**src/rtl/gpio_pad_ctrl.sv**
```systemverilog
module gpio_pad_ctrl #(
  parameter int          NUM_PINS   = 32,
  parameter int          ADDR_W     = 8,
  parameter logic [15:0] UNLOCK_KEY = 16'hd42f
) (
  input  logic                clk,
  input  logic                rst_n,
  input  logic [ADDR_W-1:0]   bus_addr,
  input  logic                bus_wr,
  input  logic [31:0]         bus_wdata,
  output logic [31:0]         bus_rdata,
  input  logic [NUM_PINS-1:0] pad_in,
  output logic [NUM_PINS-1:0] pad_oe,
  output logic [NUM_PINS-1:0] pad_out
);

  localparam logic [ADDR_W-1:0] A_LOCK  = ADDR_W'('h00);
  localparam logic [ADDR_W-1:0] A_DIN   = ADDR_W'('h04);
  localparam logic [ADDR_W-1:0] A_M1    = ADDR_W'('h08);
  localparam logic [ADDR_W-1:0] A_M0    = ADDR_W'('h0c);
  localparam logic [ADDR_W-1:0] A_DSET  = ADDR_W'('h14);
  localparam logic [ADDR_W-1:0] A_DCLR  = ADDR_W'('h18);
  localparam logic [ADDR_W-1:0] A_M1CLR = ADDR_W'('h50);
  localparam logic [ADDR_W-1:0] A_M0SET = ADDR_W'('h54);
  localparam logic [ADDR_W-1:0] A_M0CLR = ADDR_W'('h58);

  logic                unlocked;
  logic [NUM_PINS-1:0] mode0, mode1, dout;
  logic [NUM_PINS-1:0] sync1, sync2, din;
  logic [NUM_PINS-1:0] wv;

  assign wv = bus_wdata[NUM_PINS-1:0];

  always_ff @(posedge clk or negedge rst_n) begin
    if (!rst_n) begin
      unlocked <= 1'b0;
      mode0    <= '0;
      mode1    <= '0;
      dout     <= '0;
      sync1    <= '0;
      sync2    <= '0;
      din      <= '0;
    end else begin
      sync1 <= pad_in;
      sync2 <= sync1;
      din   <= sync2;
      if (bus_wr) begin
        case (bus_addr)
          A_LOCK:  unlocked <= (bus_wdata[15:0] == UNLOCK_KEY);
          A_DSET:  dout <= dout | wv;
          A_DCLR:  dout <= dout & ~wv;
          A_M1:    if (unlocked) mode1 <= wv;
          A_M0:    if (unlocked) mode0 <= wv;
          A_M1CLR: if (unlocked) mode1 <= mode1 & ~wv;
          A_M0SET: if (unlocked) mode0 <= mode0 | wv;
          A_M0CLR: if (unlocked) mode0 <= mode0 & ~wv;
          default: ;
        endcase
      end
    end
  end

  // 01 push-pull, 10 drive only low, 11 drive only high, 00 float
  assign pad_oe  = (mode0 & ~mode1) | (mode1 & ~(mode0 ^ dout));
  assign pad_out = pad_oe & dout;

  always_comb begin
    case (bus_addr)
      A_LOCK:  bus_rdata = {unlocked, 31'b0};
      A_DIN:   bus_rdata = 32'(din);
      A_M1:    bus_rdata = 32'(mode1);
      A_M0:    bus_rdata = 32'(mode0);
      default: bus_rdata = 32'b0;
    endcase
  end

endmodule

```
**config.mk**
```make
export PLATFORM = sky130hd
export DESIGN_NAME = gpio_pad_ctrl
export DESIGN_NICKNAME = d
export VERILOG_FILES = /design/src/rtl/gpio_pad_ctrl.sv
export SDC_FILE = /design/constraint.sdc
export NUM_CORES = 1
export LEC_CHECK = 0
export BUFFER_PORTS_ARGS = -buffer_cell sky130_fd_sc_hd__buf_2
export CAP_MARGIN = 20
export CORE_AREA = 2 2 147 149
export CTS_BUF_LIST = sky130_fd_sc_hd__clkbuf_16
export DETAILED_ROUTE_END_ITERATION = 6
export DIE_AREA = 0 0 149 151
export PLACE_DENSITY = 0.72
export REMOVE_ABC_BUFFERS = 1
export SYNTH_ARGS = -nofsm -noshare
export SYNTH_HDL_FRONTEND = slang
export SYNTH_SLANG_ARGS = --single-unit
```
**constraint.sdc**
```tcl
create_clock -name clk -period 2.05 [get_ports clk]
set_input_delay 0 -clock clk [delete_from_list [all_inputs] [get_ports clk]]
set_output_delay 0 -clock clk [all_outputs]
set_load 0.02 [all_outputs]
```
==> results.yml, run 1 <==
outcome:
  status: "complete, no violations"
timing:
  relSlewSlack_pct: 26.3
  clock_skew_ns: 0.00904
  fmax_mhz: 550
  period_share_pct: 88.8
  setup_ws_ns: 0.230
  rsz0062_at_grt: "no"
  worst_slew_pin_slew_ns: 1.10
  hold_viol_final: 0
  min_period_ns: 1.82
  maxSlewViolCount: 0
  setup_violations: 0
logic_synthesis:
  yosysSeqAreaShare_pct: 58.9
  yosys_register_bits: 193
  postSynth.asyncResetShare_pct: 100
  synthTopCellsByArea: "dfrtp_1 (59%), nor3b_2 (4.6%), nand2_1 (3.3%)"
  synth_area_mm2: 0.00820
  synth-main-ff-cell: "dfrtp_1"
  synthCells: 674
  post-synth-top-count-cell: "dfrtp_1"
  synth_top_cell_by_area: "dfrtp_1"
  syn_avg_cell_area_um2: 12.2
  synth_common_cells: "dfrtp_1 (193), nand2_1 (72), a21oi_1 (40)"
  synth_edf_count: 0
  ys.warnings.count: 0
  synth_top_area_share_pct: 58.9
  synthDistinctLibCells: 44
placement:
  place_ws_ns: 0.169
  hpwlAfterDp_mm: 12.6
  port_buffers: 170
  place.gp.congestion: 0.753
  placed_cell_area_mm2: 0.00950
clock_network:
  path_clk_slew_ns: 0.07
  tritoncts: "done"
  cts.sinks: 193
  cts_resized: 0
  cts_hold_buffers: 65
  cts_htree_levels: 4
  worstSkewPairLatency_ns: 0.43
  clock_path_buffers: 2
  cts_made_buffers: 17
  cts-root-buf: "clkbuf_16"
  cts_setup_buffers: 0
min_path:
  hold_path.class: "in2async"
die:
  die_x_um: 149
  core_area_mm2: 0.0208
  ios: 171
  row_count: 53
  initial_core_util_pct: 39.4
  die_h_um: 151
  dieArea_mm2: 0.0225
global_routing:
  grt_pass1_vias: 6177
  grt_pass1_wl_mm: 32.6
  antenna_found_initial: 0
  gr-usage-all-layers_pct: 18.7
  overflow: 0
  grt_max_degree: 65
worst_setup_path:
  reg2reg_setup_slack_ns: 0.34
  crit_path_end_kind: "primary output"
  criticalPathCategory: "in2out"
  cp-start-kind: "primary input"
  cp_max_fo: 32
  worstPathArrival_ns: 1.82
  required_ns: 2.05
drt:
  wl_per_cell_um: 17.1
  drcViolationCount: 0
  via_per_inst: 5.12
  drtAntennaViolNets: 0
  drt_first_iter_violations: 386
  num_vias: 6104
  wl_mm: 20.3
  dr.pass1.iters: 5
power_and_ir_drop:
  combPwrFrac_pct: 5.8
  p_clk_share_pct: 41.9
  internal_power_mw: 5.88
  p_per_area_mw_per_mm2: 717
  total_power_mw: 7.69
  switching_share_pct: 23.5
  p_leak_nw: 5.12
  seq_power_share_pct: 52.2
  vdd_drop_max_v: 0.000558
  p_switching_mw: 1.81
flow_run:
  drv_cap: 0
cells_and_area:
  nets: 986
  nFillCells: 1835
  drive_gt1_share_pct: 32.0
  syn_to_final_growth_pct: 30.7
  antenna_cells: 0
  fin_area_mm2: 0.0107
[logic make-up after synthesis]
family / count (synthesis) / share of synthesized area (%)
flip-flops: 193 / 58.9
AND/OR/NAND/NOR: 197 / 15.3
XOR/XNOR: 26 / 2.78
AO/OA/AOI/OAI: 187 / 16.7
adder cells (fa/ha/maj): 7 / 1.07
multiplexers: 18 / 2.46
buffers and inverters: 46 / 2.90
[power groups by stage]
stage,clock [mW],sequential [mW],combinational (mW)
after global routing,3.49,4.03,0.503
after floorplan,0,4.07,0.0993
after global placement,0,4.08,0.347
final,3.22,4.02,0.448
after CTS,3.32,4.02,0.453
after detailed placement,0,4.09,0.355
[worst paths after layout]
check | endpoint | startpoint | cells past startpoint
setup / recovery | bus_rdata[12] | bus_addr[4] | 7
min in group clk | unlocked$_DFFE_PN0P_ | bus_addr[3] | 3
hold / removal | sync2[22]$_DFF_PN0_ | rst_n | 2
max in group asynchronous | sync1[4]$_DFF_PN0_ | rst_n | 3
hold reg to reg | sync2[4]$_DFF_PN0_ | sync1[4]$_DFF_PN0_ | 0
setup reg to reg | mode1[19]$_DFFE_PN0P_ | unlocked$_DFFE_PN0P_ | 5
[metal layers]
layer	wire (µm)	global-route usage (%)	share of wire, %
met3	1050	3.61	5.1
met5	0	0	0
met4	230	5.43	1.1
met2	9520	29.3	47
met1	9550	26.6	47
[worst max-delay path, cell delays in order]
cell,delay (ns)
buf_2,0.14
or4_1,0.69
nor4_4,0.33
buf_12,0.27
a22oi_1,0.14
nand2_1,0.09
buf_2,0.16
[placed cells by master (no fill, tap or decap), types with 16 or more instances in the layout]
cell           count
a21bo_2           16
a21oi_1           40
a221o_1           23
a22oi_1           25
a31oi_1           32
and2_1            35
buf_2            169
clkbuf_16         17
dfrtp_1          193
dlygate4sd3_1     65
mux2_2            17
nand2_1           72
nand2b_1          27
nor3b_2           30
xnor2_1           25
[stage by stage]
stage	utilization, %	std cells	TNS (ns)	hold WS (ns)
6_report	51.5	1192	0	0.0861
5_1_grt	51.5	1192	0	0.0843
4_1_cts	51.5	1192	0	0.0685
3_5_place_dp	45.6	1095	0	-0.0140
3_3_place_gp	45.6	1095	0	-0.0138
2_1_floorplan	-	634	-176.20	-0.296
[layout make-up]
| class | count | area [µm²] | area share, % |
|---|---|---|---|
| clock buffers | 17 | 425 | 3.97 |
| clock inverters | 15 | 150 | 1.40 |
| inverters | 6 | 22.5 | 0.210 |
| multi-input cells | 435 | 3200 | 29.8 |
| flip-flops and latches | 193 | 4830 | 45.0 |
| well taps | 275 | 344 | 3.21 |
| repair buffers | 251 | 1760 | 16.4 |
Power figures use the tool's default switching activity.
==> inputs of run 2 (changes only) <==
Settings changed: HOLD_SLACK_MARGIN set to 0.12.
==> results.yml, run 2 (synthesis gave the netlist of run 1 again) <==
clock_network:
  cts-root-buf: "clkbuf_16"
  worstSkewPairLatency_ns: 0.43
  cts.sinks: 193
  tritoncts: "done"
  path_clk_slew_ns: 0.07
  cts_setup_buffers: 0
  cts_hold_buffers: 69
  cts_made_buffers: 17
  cts_htree_levels: 4
  cts_resized: 0
  clock_path_buffers: 2
power_and_ir_drop:
  vdd_drop_max_v: 0.000556
  p_per_area_mw_per_mm2: 715
  p_leak_nw: 5.14
worst_setup_path:
  path_common_cell: "buf_2"
  criticalPathCategory: "in2out"
  critical_path.n_buffers_inverters: 3
  crit_family: "simple AND/OR/NAND/NOR gates"
  path_cells: "buf_2 > or4_1 > nor4_4 > buf_12 > a22oi_1 > nand2_1 > buf_2"
  cp-start-kind: "primary input"
  crit-reg2reg-launch: "unlocked$_DFFE_PN0P_"
  r2r_end: "mode1[19]$_DFFE_PN0P_"
  cp_max_fo: 32
  reg2reg_setup_slack_ns: 0.34
  required_ns: 2.05
  crit_slowest_cell: "or4_1"
  crit_path_end_kind: "primary output"
  slowest_delay_ns: 0.68
  cp-startpoint: "bus_addr[4]"
  rr_worst_depth: 5
  worstPathArrival_ns: 1.82
global_routing:
  grt_max_degree: 65
  use_met1_pct: 26.7
  grt_pass1_wl_mm: 32.7
  overflow: 0
  grt_util_met3_pct: 3.58
  gr-usage-all-layers_pct: 18.8
  antenna_found_initial: 0
  grt_pass1_vias: 6199
  grtUsageMet2_pct: 29.3
  busiest_layer: "met2"
die:
  initial_core_util_pct: 39.4
  die_x_um: 149
  dieArea_mm2: 0.0225
  ios: 171
  die_h_um: 151
  row_count: 53
  core_area_mm2: 0.0208
cells_and_area:
  drive_gt1_share_pct: 31.8
  fin_util_pct: 51.7
  nFillCells: 1830
  layout_commonest_cell: "dfrtp_1"
  nets: 990
  most-common-layout-cells: "dfrtp_1 (193), buf_2 (169), nand2_1 (72), dlygate4sd3_1 (69), a21oi_1 (40)"
  antenna_cells: 0
  syn_to_final_growth_pct: 31.2
  fin_area_mm2: 0.0108
timing:
  hold_slack_ns: 0.205
  fmax_mhz: 548
  hold_viol_final: 0
  clock_skew_ns: 0.0139
  relSlewSlack_pct: 25.9
  period_share_pct: 88.9
  rsz0062_at_grt: "no"
  setup_violations: 0
  worst_slew_pin_slew_ns: 1.11
  maxSlewViolCount: 0
  min_period_ns: 1.82
drt:
  drtAntennaViolNets: 0
  drt_first_iter_violations: 361
  dr.pass1.iters: 6
  num_vias: 6130
  wl_mm: 20.4
  via_per_inst: 5.13
  wl_per_cell_um: 17.1
  drcViolationCount: 0
placement:
  placed_cell_area_mm2: 0.00950
  port_buffers: 170
  hpwlAfterDp_mm: 12.6
  place.gp.congestion: 0.753
min_path:
  min_path_cells: 2
  hold_path.class: "in2reg"
  min_from: "pad_in[29]"
  hold_end: "sync1[29]$_DFF_PN0_"
flow_run:
  drv_cap: 0
outcome:
  status: "complete, no violations"
-- run 2: cell types whose count changed in the layout (fill, tap and decap cells not counted) --
cell	change
dlygate4sd3_1	+4
-- run 2: metal layers --
layer | share of wire, % | wire, µm | vias up
li1 | - | - | 2894
met1 | 47 | 9580 | 3031
met2 | 47 | 9540 | 185
met3 | 5.0 | 1030 | 20
met4 | 1.2 | 246 | 0
met5 | 0 | 0 | -
-- run 2: layout make-up --
type	count	area (µm²)	area share, %
Sequential cell	193	4830	44.9
Multi-Input combinational cell	435	3200	29.7
Timing Repair Buffer	255	1800	16.7
Clock buffer	17	425	3.95
Tap cell	275	344	3.20
Clock inverter	15	150	1.40
Inverter	6	22.5	0.209
-- run 2: how the worst max path moves through the flow --
stage,end,slack (ns),cells after the start
after floorplan,flip-flop,-3.98,4
after global placement,mode1[22]$_DFFE_PN0P_,0.21,5
after detailed placement,mode1[20]$_DFFE_PN0P_,0.17,5
after CTS,bus_rdata[12],0.22,7
after global routing,bus_rdata[12],0.16,7
final,bus_rdata[12],0.23,7
-- run 2: stage by stage --
step | TNS, ns | total power, mW | setup slack (ns) | cells
final | 0 | 7.69 | 0.227 | 1196
after global routing | 0 | 8.03 | 0.163 | 1196
after CTS | 0 | 7.80 | 0.217 | 1196
after detailed placement | 0 | 4.45 | 0.169 | 1095
after global placement | 0 | 4.43 | 0.212 | 1095
after floorplan | -176.20 | 4.17 | -3.98 | 634
-- run 2: power breakdown --
group          leakage [nW]  internal, mW  switching [mW]
registers              2.46          3.96          0.0577
clock network         0.280          1.71            1.51
logic                  2.40         0.213           0.239
total                  5.14          5.88            1.81
